File: config.mk
export PLATFORM = sky130hd
export DESIGN_NAME = pfa_front
export DESIGN_NICKNAME = d
export VERILOG_FILES = /design/src/rtl/pfa_pkg.sv /design/src/rtl/pfa_divider.sv /design/src/rtl/pfa_spi_shift.sv /design/src/rtl/pfa_front.sv
export SDC_FILE = /design/constraint.sdc
export NUM_CORES = 1
export LEC_CHECK = 0
export BUFFER_PORTS_ARGS = -buffer_cell sky130_fd_sc_hd__buf_2
export CAP_MARGIN = 20
export CORE_MARGIN = 5
export CORE_UTILIZATION = 55
export DETAILED_ROUTE_END_ITERATION = 8
export PLACE_DENSITY_LB_ADDON = 0.12
export RECOVER_POWER = 25
export SLEW_MARGIN = 0
export SYNTH_ARGS = -nofsm -noshare
export SYNTH_HDL_FRONTEND = slang
export SYNTH_HIERARCHICAL = 1
export SYNTH_SLANG_ARGS = --single-unit
File: constraint.sdc
create_clock -name clk -period 3.61 [get_ports clk]
set_input_delay 0.5415 -clock clk [delete_from_list [all_inputs] [get_ports clk]]
set_output_delay 0.5415 -clock clk [all_outputs]
set_load 0.1 [all_outputs]
File: src/rtl/pfa_pkg.sv
package pfa_pkg;

    typedef enum logic [1:0] {
        ST_IDLE   = 2'd0,
        ST_DIVIDE = 2'd1,
        ST_SHIFT  = 2'd2
    } pfa_state_e;

endpackage

File: src/rtl/pfa_divider.sv
// Restoring shift-subtract divider by a fixed constant: one quotient bit per cycle.
module pfa_divider #(
    parameter int ADDR_W  = 23,
    parameter int DIVISOR = 528,
    localparam int RW     = $clog2(DIVISOR),
    localparam int CW     = $clog2(ADDR_W + 1)
) (
    input  logic              clk,
    input  logic              rst_n,
    input  logic              go_i,
    input  logic [ADDR_W-1:0] dividend_i,
    output logic              done_o,
    output logic [ADDR_W-1:0] quot_o,
    output logic [RW-1:0]     rem_o
);

    localparam logic [RW:0]   DIV_C    = (RW + 1)'(DIVISOR);
    localparam logic [CW-1:0] LAST_CNT = CW'(ADDR_W - 1);

    typedef struct packed {
        logic              busy;
        logic              done;
        logic [CW-1:0]     cnt;
        logic [ADDR_W-1:0] num;
        logic [ADDR_W-1:0] quot;
        logic [RW-1:0]     rem;
    } div_regs_t;

    div_regs_t r_d, r_q;
    logic [RW:0] trial;
    logic [RW:0] diff;

    always_comb begin
        r_d      = r_q;
        r_d.done = 1'b0;
        trial    = {r_q.rem, r_q.num[ADDR_W-1]};
        diff     = trial - DIV_C;
        if (go_i) begin
            r_d.busy = 1'b1;
            r_d.cnt  = '0;
            r_d.num  = dividend_i;
            r_d.quot = '0;
            r_d.rem  = '0;
        end else if (r_q.busy) begin
            if (trial >= DIV_C) begin
                r_d.rem  = diff[RW-1:0];
                r_d.quot = {r_q.quot[ADDR_W-2:0], 1'b1};
            end else begin
                r_d.rem  = trial[RW-1:0];
                r_d.quot = {r_q.quot[ADDR_W-2:0], 1'b0};
            end
            r_d.num = {r_q.num[ADDR_W-2:0], 1'b0};
            r_d.cnt = r_q.cnt + 1'b1;
            if (r_q.cnt == LAST_CNT) begin
                r_d.busy = 1'b0;
                r_d.done = 1'b1;
            end
        end
    end

    always_ff @(posedge clk or negedge rst_n) begin
        if (!rst_n) r_q <= '0;
        else        r_q <= r_d;
    end

    assign done_o = r_q.done;
    assign quot_o = r_q.quot;
    assign rem_o  = r_q.rem;

endmodule

File: src/rtl/pfa_spi_shift.sv
// SPI master frame for modes 0 and 3: chip select lead, 2*CMD_W edges, trail.
module pfa_spi_shift #(
    parameter int CMD_W  = 24,
    parameter int HDIV_W = 8,
    localparam int NEDGE = 2 * CMD_W,
    localparam int EW    = $clog2(NEDGE + 1)
) (
    input  logic              clk,
    input  logic              rst_n,
    input  logic              go_i,
    input  logic [CMD_W-1:0]  cmd_i,
    input  logic [HDIV_W-1:0] half_i,
    input  logic              mode3_i,
    input  logic              miso_i,
    output logic              sclk_o,
    output logic              cs_n_o,
    output logic              mosi_o,
    output logic              done_o,
    output logic [CMD_W-1:0]  rx_o
);

    localparam logic [EW-1:0] LAST_EDGE = EW'(NEDGE);

    typedef struct packed {
        logic              active;
        logic [HDIV_W-1:0] half;
        logic [HDIV_W-1:0] tick;
        logic [EW-1:0]     edges;
        logic              sclk;
        logic              cs_n;
        logic              mosi;
        logic              done;
        logic [CMD_W-1:0]  tx;
        logic [CMD_W-1:0]  rx;
    } spi_regs_t;

    spi_regs_t r_d, r_q;

    always_comb begin
        r_d      = r_q;
        r_d.done = 1'b0;
        if (!r_q.active) begin
            r_d.sclk = mode3_i;
            r_d.cs_n = 1'b1;
            if (go_i) begin
                r_d.active = 1'b1;
                r_d.cs_n   = 1'b0;
                r_d.tx     = cmd_i;
                r_d.mosi   = cmd_i[CMD_W-1];
                r_d.tick   = '0;
                r_d.edges  = '0;
                r_d.half   = (half_i == '0) ? HDIV_W'(1) : half_i;
            end
        end else if (r_q.tick == r_q.half - 1'b1) begin
            r_d.tick = '0;
            if (r_q.edges == LAST_EDGE) begin
                r_d.active = 1'b0;
                r_d.cs_n   = 1'b1;
                r_d.done   = 1'b1;
            end else begin
                r_d.sclk  = ~r_q.sclk;
                r_d.edges = r_q.edges + 1'b1;
                if (!r_q.sclk) begin
                    // rising edge: capture the incoming bit, advance the outgoing one
                    r_d.rx = {r_q.rx[CMD_W-2:0], miso_i};
                    r_d.tx = {r_q.tx[CMD_W-2:0], 1'b0};
                end else begin
                    // falling edge: present the next outgoing bit
                    r_d.mosi = r_q.tx[CMD_W-1];
                end
            end
        end else begin
            r_d.tick = r_q.tick + 1'b1;
        end
    end

    always_ff @(posedge clk or negedge rst_n) begin
        if (!rst_n) begin
            r_q      <= '0;
            r_q.cs_n <= 1'b1;
        end else begin
            r_q <= r_d;
        end
    end

    assign sclk_o = r_q.sclk;
    assign cs_n_o = r_q.cs_n;
    assign mosi_o = r_q.mosi;
    assign done_o = r_q.done;
    assign rx_o   = r_q.rx;

endmodule

File: src/rtl/pfa_front.sv
module pfa_front #(
    parameter int ADDR_W     = 23,
    parameter int PAGE_BYTES = 528,
    parameter int NUM_PAGES  = 8192,
    parameter int OFS_W      = 10,
    parameter int CMD_W      = 24,
    parameter int HDIV_W     = 8,
    localparam int PAGE_W    = CMD_W - OFS_W,
    localparam int RW        = $clog2(PAGE_BYTES)
) (
    input  logic              clk,
    input  logic              rst_n,
    input  logic              start_i,
    input  logic [ADDR_W-1:0] lin_addr_i,
    input  logic [HDIV_W-1:0] half_div_i,
    input  logic              mode3_i,
    output logic              busy_o,
    output logic              done_o,
    output logic              err_o,
    output logic [CMD_W-1:0]  rx_data_o,
    output logic              sclk_o,
    output logic              cs_n_o,
    output logic              mosi_o,
    input  logic              miso_i
);
    import pfa_pkg::*;

    localparam logic [ADDR_W-1:0] PAGE_LIMIT = ADDR_W'(NUM_PAGES);

    typedef struct packed {
        pfa_state_e state;
        logic       done;
        logic       err;
    } top_regs_t;

    top_regs_t r_d, r_q;

    logic              div_go;
    logic              div_done;
    logic [ADDR_W-1:0] div_quot;
    logic [RW-1:0]     div_rem;
    logic              spi_go;
    logic              spi_done;
    logic [CMD_W-1:0]  cmd_word;

    assign cmd_word = {div_quot[PAGE_W-1:0], OFS_W'(div_rem)};

    always_comb begin
        r_d      = r_q;
        r_d.done = 1'b0;
        r_d.err  = 1'b0;
        div_go   = 1'b0;
        spi_go   = 1'b0;
        unique case (r_q.state)
            ST_IDLE: begin
                if (start_i) begin
                    div_go    = 1'b1;
                    r_d.state = ST_DIVIDE;
                end
            end
            ST_DIVIDE: begin
                if (div_done) begin
                    if (div_quot >= PAGE_LIMIT) begin
                        r_d.done  = 1'b1;
                        r_d.err   = 1'b1;
                        r_d.state = ST_IDLE;
                    end else begin
                        spi_go    = 1'b1;
                        r_d.state = ST_SHIFT;
                    end
                end
            end
            ST_SHIFT: begin
                if (spi_done) begin
                    r_d.done  = 1'b1;
                    r_d.state = ST_IDLE;
                end
            end
            default: r_d.state = ST_IDLE;
        endcase
    end

    always_ff @(posedge clk or negedge rst_n) begin
        if (!rst_n) begin
            r_q.state <= ST_IDLE;
            r_q.done  <= 1'b0;
            r_q.err   <= 1'b0;
        end else begin
            r_q <= r_d;
        end
    end

    pfa_divider #(
        .ADDR_W  (ADDR_W),
        .DIVISOR (PAGE_BYTES)
    ) u_div (
        .clk        (clk),
        .rst_n      (rst_n),
        .go_i       (div_go),
        .dividend_i (lin_addr_i),
        .done_o     (div_done),
        .quot_o     (div_quot),
        .rem_o      (div_rem)
    );

    pfa_spi_shift #(
        .CMD_W  (CMD_W),
        .HDIV_W (HDIV_W)
    ) u_spi (
        .clk     (clk),
        .rst_n   (rst_n),
        .go_i    (spi_go),
        .cmd_i   (cmd_word),
        .half_i  (half_div_i),
        .mode3_i (mode3_i),
        .miso_i  (miso_i),
        .sclk_o  (sclk_o),
        .cs_n_o  (cs_n_o),
        .mosi_o  (mosi_o),
        .done_o  (spi_done),
        .rx_o    (rx_data_o)
    );

    assign busy_o = (r_q.state != ST_IDLE);
    assign done_o = r_q.done;
    assign err_o  = r_q.err;

endmodule

; ---- Word level (Yosys, flattened, before mapping)
; Index checks and enable logic that the tools add are counted.
[totals]
ff_bits = 142
in_bits = 36
[op_classes]
add_sub_neg = 5
magnitude_cmp = 2
eq_ne = 13
mux = 38
bitwise_logic = 3
n_reduce_logical = 13
[ops]
columns = cell, n
row1 = 48-bit two-way mux, 2
row2 = 63-bit two-way mux, 1
row3 = 61-bit two-way mux, 1
row4 = 58-bit two-way mux, 1
row5 = 24-bit two-way mux, 2
row6 = 23-bit by 14-bit >= comparator with 1-bit output (second input constant), 1
row7 = 23-bit two-way mux, 1
row8 = 17-bit two-way mux, 1
row9 = 1-bit two-way mux, 16
row10 = 8-bit two-way mux, 2
row11 = 2-bit != test (second input constant), 6
row12 = 4-bit AND reduction, 3
row13 = 11-bit by 10-bit >= comparator with 1-bit output (second input constant), 1
row14 = 11-bit two-way mux, 1
row15 = 2-bit two-way mux, 5
row16 = 10-bit subtractor (second input constant), 1
row17 = 8-bit by 1-bit adder with 8-bit output (second input constant), 1
row18 = 8-bit equality test, 1
row19 = 8-bit zero test, 1
row20 = 8-bit by 1-bit subtractor with 8-bit output (second input constant), 1
row21 = 7-bit two-way mux, 1
row22 = 6-bit by 1-bit adder with 6-bit output (second input constant), 1
row23 = 6-bit equality test (second input constant), 1
row24 = 2-bit case mux with 3 select lines, 1
row25 = other kinds (13), 21

; ---- Logic depth before layout (Yosys ltp)
[depth]
word_depth = 6
ltp_mapped = 10
depth_no_buf = 8

; ---- By module
; The synthesis kept the hierarchy.
[modules_own_cells]
columns = mod, instances, cells_per_inst, area_each_um2
row1 = pfa_spi_shift, 1, 349, 3818.7
row2 = pfa_divider, 1, 299, 3131.8
row3 = pfa_front, 1, 30, 309.0

; ---- Worst setup path before layout
; OpenSTA, ideal clock, no wires.
[synth_path]
kind = flip-flop to flip-flop
from = register u_div.r_q (netlist bit u_div/quot_o[18])
to = register u_spi/r_q[67] in the netlist's numbering
setup_ps = 133
t_arrival_ps = 2548
required_time_ps = 3477
setup_slack_ps = 928
path_stages_with_launch = 10
path_buffers = 4
synth_period_minus_slack_ps = 2682
cell_sequence = dfrtp_1 -> buf_4 -> or4_4 -> nor4_4 -> nor2b_1 -> nor2b_1 -> clkbuf_1 -> clkbuf_1 -> clkbuf_1 -> o21ai_0
[synth_between]
elab_chain_cells = 5
[synth_lines]
columns = item, line
row1 = "start, declared", pfa_divider.sv:29  ; div_regs_t r_d, r_q;
row2 = "start signal, assigned", pfa_divider.sv:63  ; else r_q <= r_d;
row3 = 23-bit by 14-bit >= comparator with 1-bit output, pfa_front.sv:63  ; if (div_quot >= PAGE_LIMIT) begin
row4 = 1-bit two-way mux, pfa_front.sv:63
row5 = 1-bit two-way mux, pfa_front.sv:62  ; if (div_done) begin
row6 = 1-bit two-way mux, pfa_front.sv:54  ; unique case (r_q.state)
row7 = via spi_go, pfa_front.sv:42  ; logic spi_go;
row8 = 2-bit AND reduction (no source line), n/a
row9 = "end signal, assigned", pfa_spi_shift.sv:82  ; r_q <= r_d;
row10 = "end, declared", pfa_spi_shift.sv:37  ; spi_regs_t r_d, r_q;
; The timed path passes the listed nets, and every way through them passes these cells.
; A chain may end at the register's enable or synchronous reset.

; ---- Worst setup path in the final report
[layout_path]
from = register u_spi/r_q[66] in the netlist's numbering
to = register u_spi.r_q (netlist bit u_spi/rx_o[11])
[layout_between]
elab_chain_cells = 3
[layout_lines]
columns = item, line
row1 = 8-bit by 1-bit subtractor with 8-bit output, pfa_spi_shift.sv:54  ; end else if (r_q.tick == r_q.half - 1'b1) begin
row2 = 8-bit equality test, pfa_spi_shift.sv:54
row3 = 4-bit AND reduction (no source line), n/a
; Every way passes these cells.

==> summary.txt <==
Outcome
  • Outcome: finished, violations left
  • Failing checks: capacitance limit, slew limit

Flow run
  • Number of max-cap violations: 1

Cells and area
  • Storage cell area: 3560 sq um
  • Final core occ: about three fifths
  • Area added between synthesis and finish: 7.51%
  • Fin area: just under 8000 sq um
  • Most frequent cells in the layout: dfrtp_1 (140), nand2_1 (72), buf_2 (64)
  • Ant diodes: 0
  • Area of the multi-input gates: 3050 sq um
  • NumNets Final: approximately 730
  • Share of cells above drive strength 1: between 20% and 30%
  • Fillers: 1,107
  • Commonest non-fill, non-tap cell in the layout: dfrtp_1
  • Post-Layout Cell Count: 863

Setup path
  • Crit path launch: u_spi/r_q[66]
  • Required @ worst endpoint: 3910 ps
  • R2R Path End: u_spi/rx_o[11]
  • Critical Path Fanout Max: 48
  • Critical path's slowest cell: buf_4
  • CP Launch Type: flip-flop
  • CP delay by family, top: buffers and inverters
  • Number of cells on the critical path: 10
  • Arrival time worst endpoint: 3210 ps
  • Max stage delay on crit path: 490 ps
  • R2R Path Start: u_spi/r_q[66]
  • Worst Setup EP: u_spi/rx_o[11]
  • Crit path capture type: flip-flop
  • WS Path Type: reg2reg
  • Buffer and inverter count on the worst path: 3
  • Crit path top cell by count: buf_4
  • Worst-path cell chain: inv_1, ha_1, nor3b_1, nand2_1, xnor2_1, o2111ai_1, buf_4, nor4_4, buf_4, mux2_2
  • Reg2reg path depth: 10
  • Flop-to-flop setup slack: 700 ps

Pwr
  • Worst VDD drop: 348 uV
  • Leak: roughly 0.0040 uW
  • PwrDens: between 500 and 600 nW/um^2

Min path
  • HP Class: in2reg

Timing
  • Clk_skew: between 6 and 7 ps
  • Final setup violation count: 0
  • Fin Setup TNS: 0 ps
  • Fin. max-slew vios: 93
  • FMAX: between 300 and 400 MHz
  • Slew HR: -53.2%
  • Unrepaired setup endpoints after global routing: no
  • Period utilization: 80.6%
  • Final worst slack: 700 ps
  • Final hold vios: 0
  • Period minus WS final: between 2000 and 3000 ps
  • Worst-margin pin slew: 2300 ps

Placement
  • Placed cell areas: 7300 sq um
  • Input/output buffers: 65
  • GPL Wtd Cong: 0.761
  • Worst slack, placed: 719 ps
  • Post-DP HPWL: 8.34 mm
  • Placed insts: 833

Clock network
  • Clock buffer depth: 2
  • Clk slew on worst S/H paths: 60 ps
  • CTS Sinks: 142
  • Number of buffers added for setup after CTS: 0
  • Post-cts resize count: 0
  • Number of CTS-inserted buffers: 17
  • Clk root buf: clkbuf_16
  • # H-tree levels: 4
  • TritonCTS clock tree: built
  • Hold buffer count at cts: 0
  • Clk Latency, worst-skew pair: about 410 ps

Route
  • Met2 WL: around 5.9 mm
  • Antenna viol nets, final: 0
  • DR iter-0 viols: 319
  • Metal3 WL: just over 600 um
  • Top Metal Used: met4
  • DRC Markers: 0
  • Number of vias per cell: 5.52
  • WL/cell: 14.5 um
  • Routed wire length: 12.5 mm
  • DR pass1 iterations: 4
  • Via Count: 4,760
  • M1 wire length: between 5 and 6 mm

Global routing
  • Global-route usage over all layers: around 17%
  • Overflow after GRT: 0
  • Vias in the first global route: 4,684
  • First-pass GRT wire length: 21.9 mm
  • Largest net degree at the start of global routing: between 90 and 100
  • Initial antenna violation count: 0

Floorplan
  • FP Rows: 42
  • Initial core utilization: 55.5%
  • Die span in y: 125 um
  • Width of the die: 125 um
  • Core ar.: 13,100 sq um
  • Io pins: between 60 and 70
  • Die ar.: 15,600 sq um

Synthesis
  • Syn_nets: 727
  • Post-synth top flop: dfrtp_1
  • Sequential area share after synthesis: between 40% and 50%
  • Number of distinct library cells after synthesis: 65
  • Syn Std Cell Area: 7260 sq um
  • Number of synthesized flops with an enable pin: 0
  • Post-synthesis cell count: 678
  • Syn_area_per_cell: 10.7 sq um
  • YS warnings: 6
  • Yosys reg bits: 142
  • Post-synth ARST share: 100%
-- state kept, by name, summed over array words and instances, names as in the netlist --
| register | cells |
|---|---|
| u_div/rem_o | 10 |
| u_div/done_o | 1 |
| err_o | 1 |
| u_spi/mosi_o | 1 |
| u_div/r_q | 29 |
| u_spi/cs_n_o | 1 |
| u_spi/sclk_o | 1 |
| u_spi/r_q | 47 |
| u_div/quot_o | 23 |
| u_spi/done_o | 1 |
| r_q | 2 |
| u_spi/rx_o | 24 |
| done_o | 1 |
-- power by group --
part / leakage, uW / switching (uW) / internal [uW] / total [uW]
sequential: 0.00188 / 233 / 1840 / 2080
clock: 0.000236 / 636 / 883 / 1520
combinational: 0.00191 / 483 / 361 / 844
total: 0.00403 / 1350 / 3090 / 4440
-- stage by stage --
stage / power, uW / hold slack [ps]
after floorplan: 2810 / 246
after global placement: 2910 / 475
after detailed placement: 2960 / 480
after CTS: 4500 / 244
after global routing: 4710 / 321
final: 4440 / 336
-- cells in the mapped netlist (3+ instances only) --
cell type  instances  area, sq um
and3_1             3         18.8
dfrtp_1          141         3530
or3_1              4         25.0
clkbuf_1          20         75.1
o221ai_1           3         26.3
a21oi_1            3         15.0
a221o_1           23          230
o21ai_1            4         20.0
mux2i_1           53          531
nor2_1            47          176
mux2_2            25          282
nor2b_1           13         81.3
ha_1              13          163
nor3b_1            3         22.5
nand3_1           11         55.1
nor4_1             5         31.3
inv_1             17         63.8
and2_1            26          163
a31oi_1            5         31.3
nand4_1            8         50.1
buf_2              6         30.0
xor2_1             6         52.6
o21ai_0           31          155
nand2_1           72          270
buf_4             61          458
xnor2_1           10         87.6
nor3_1             7         35.0
nand2b_1           6         37.5
nor4_4             3         63.8
buf_1              3         11.3
-- final cells by class --
cell class                 count  share of cell area (%)
clock buffer                  20                    5.72
tap                          176                    2.82
inverter                      17                   0.818
clock inverter                10                   0.882
timing repair buffer          71                    5.07
sequential                   142                    45.6
multi-input combinational    427                    39.1
-- worst min path at each step --
stage,start,to,slack [ps],depth (start not counted)
5_1_grt,half_div_i[3],u_spi/r_q[69],320,3
6_report,lin_addr_i[10],u_div/r_q[43],340,3
3_3_place_gp,u_spi/cs_n_o,u_spi/cs_n_o,480,2
3_5_place_dp,u_spi/cs_n_o,u_spi/cs_n_o,480,2
2_1_floorplan,rst_n,done_o,250,0
4_1_cts,rst_n,u_spi/r_q[68],240,1
-- per-layer routing --
layer | up-vias | global-route usage, %
li1 | 2321 | -
met1 | 2333 | 21.9
met2 | 93 | 27.1
met3 | 13 | 4.55
met4 | 0 | 6.89
met5 | - | 0
-- kinds of logic (layout without fill, tap and decap cells) --
family,count (synthesis),in the layout,share of synthesized area [%]
AO/OA/AOI/OAI,101,101,10.9
XOR/XNOR,16,16,1.93
adder cells (fa/ha/maj),13,13,2.24
buffers and inverters,109,118,9.01
flip-flops,142,142,49.0
multiplexers,79,79,11.5
AND/OR/NAND/NOR,218,218,15.4
-- worst min-delay path, delay by kind of cell --
kind,cells,cell delay (ps)
buf+inv,1,70
compound gates,1,60
simple gates,1,40
Power figures use the tool's default switching activity.
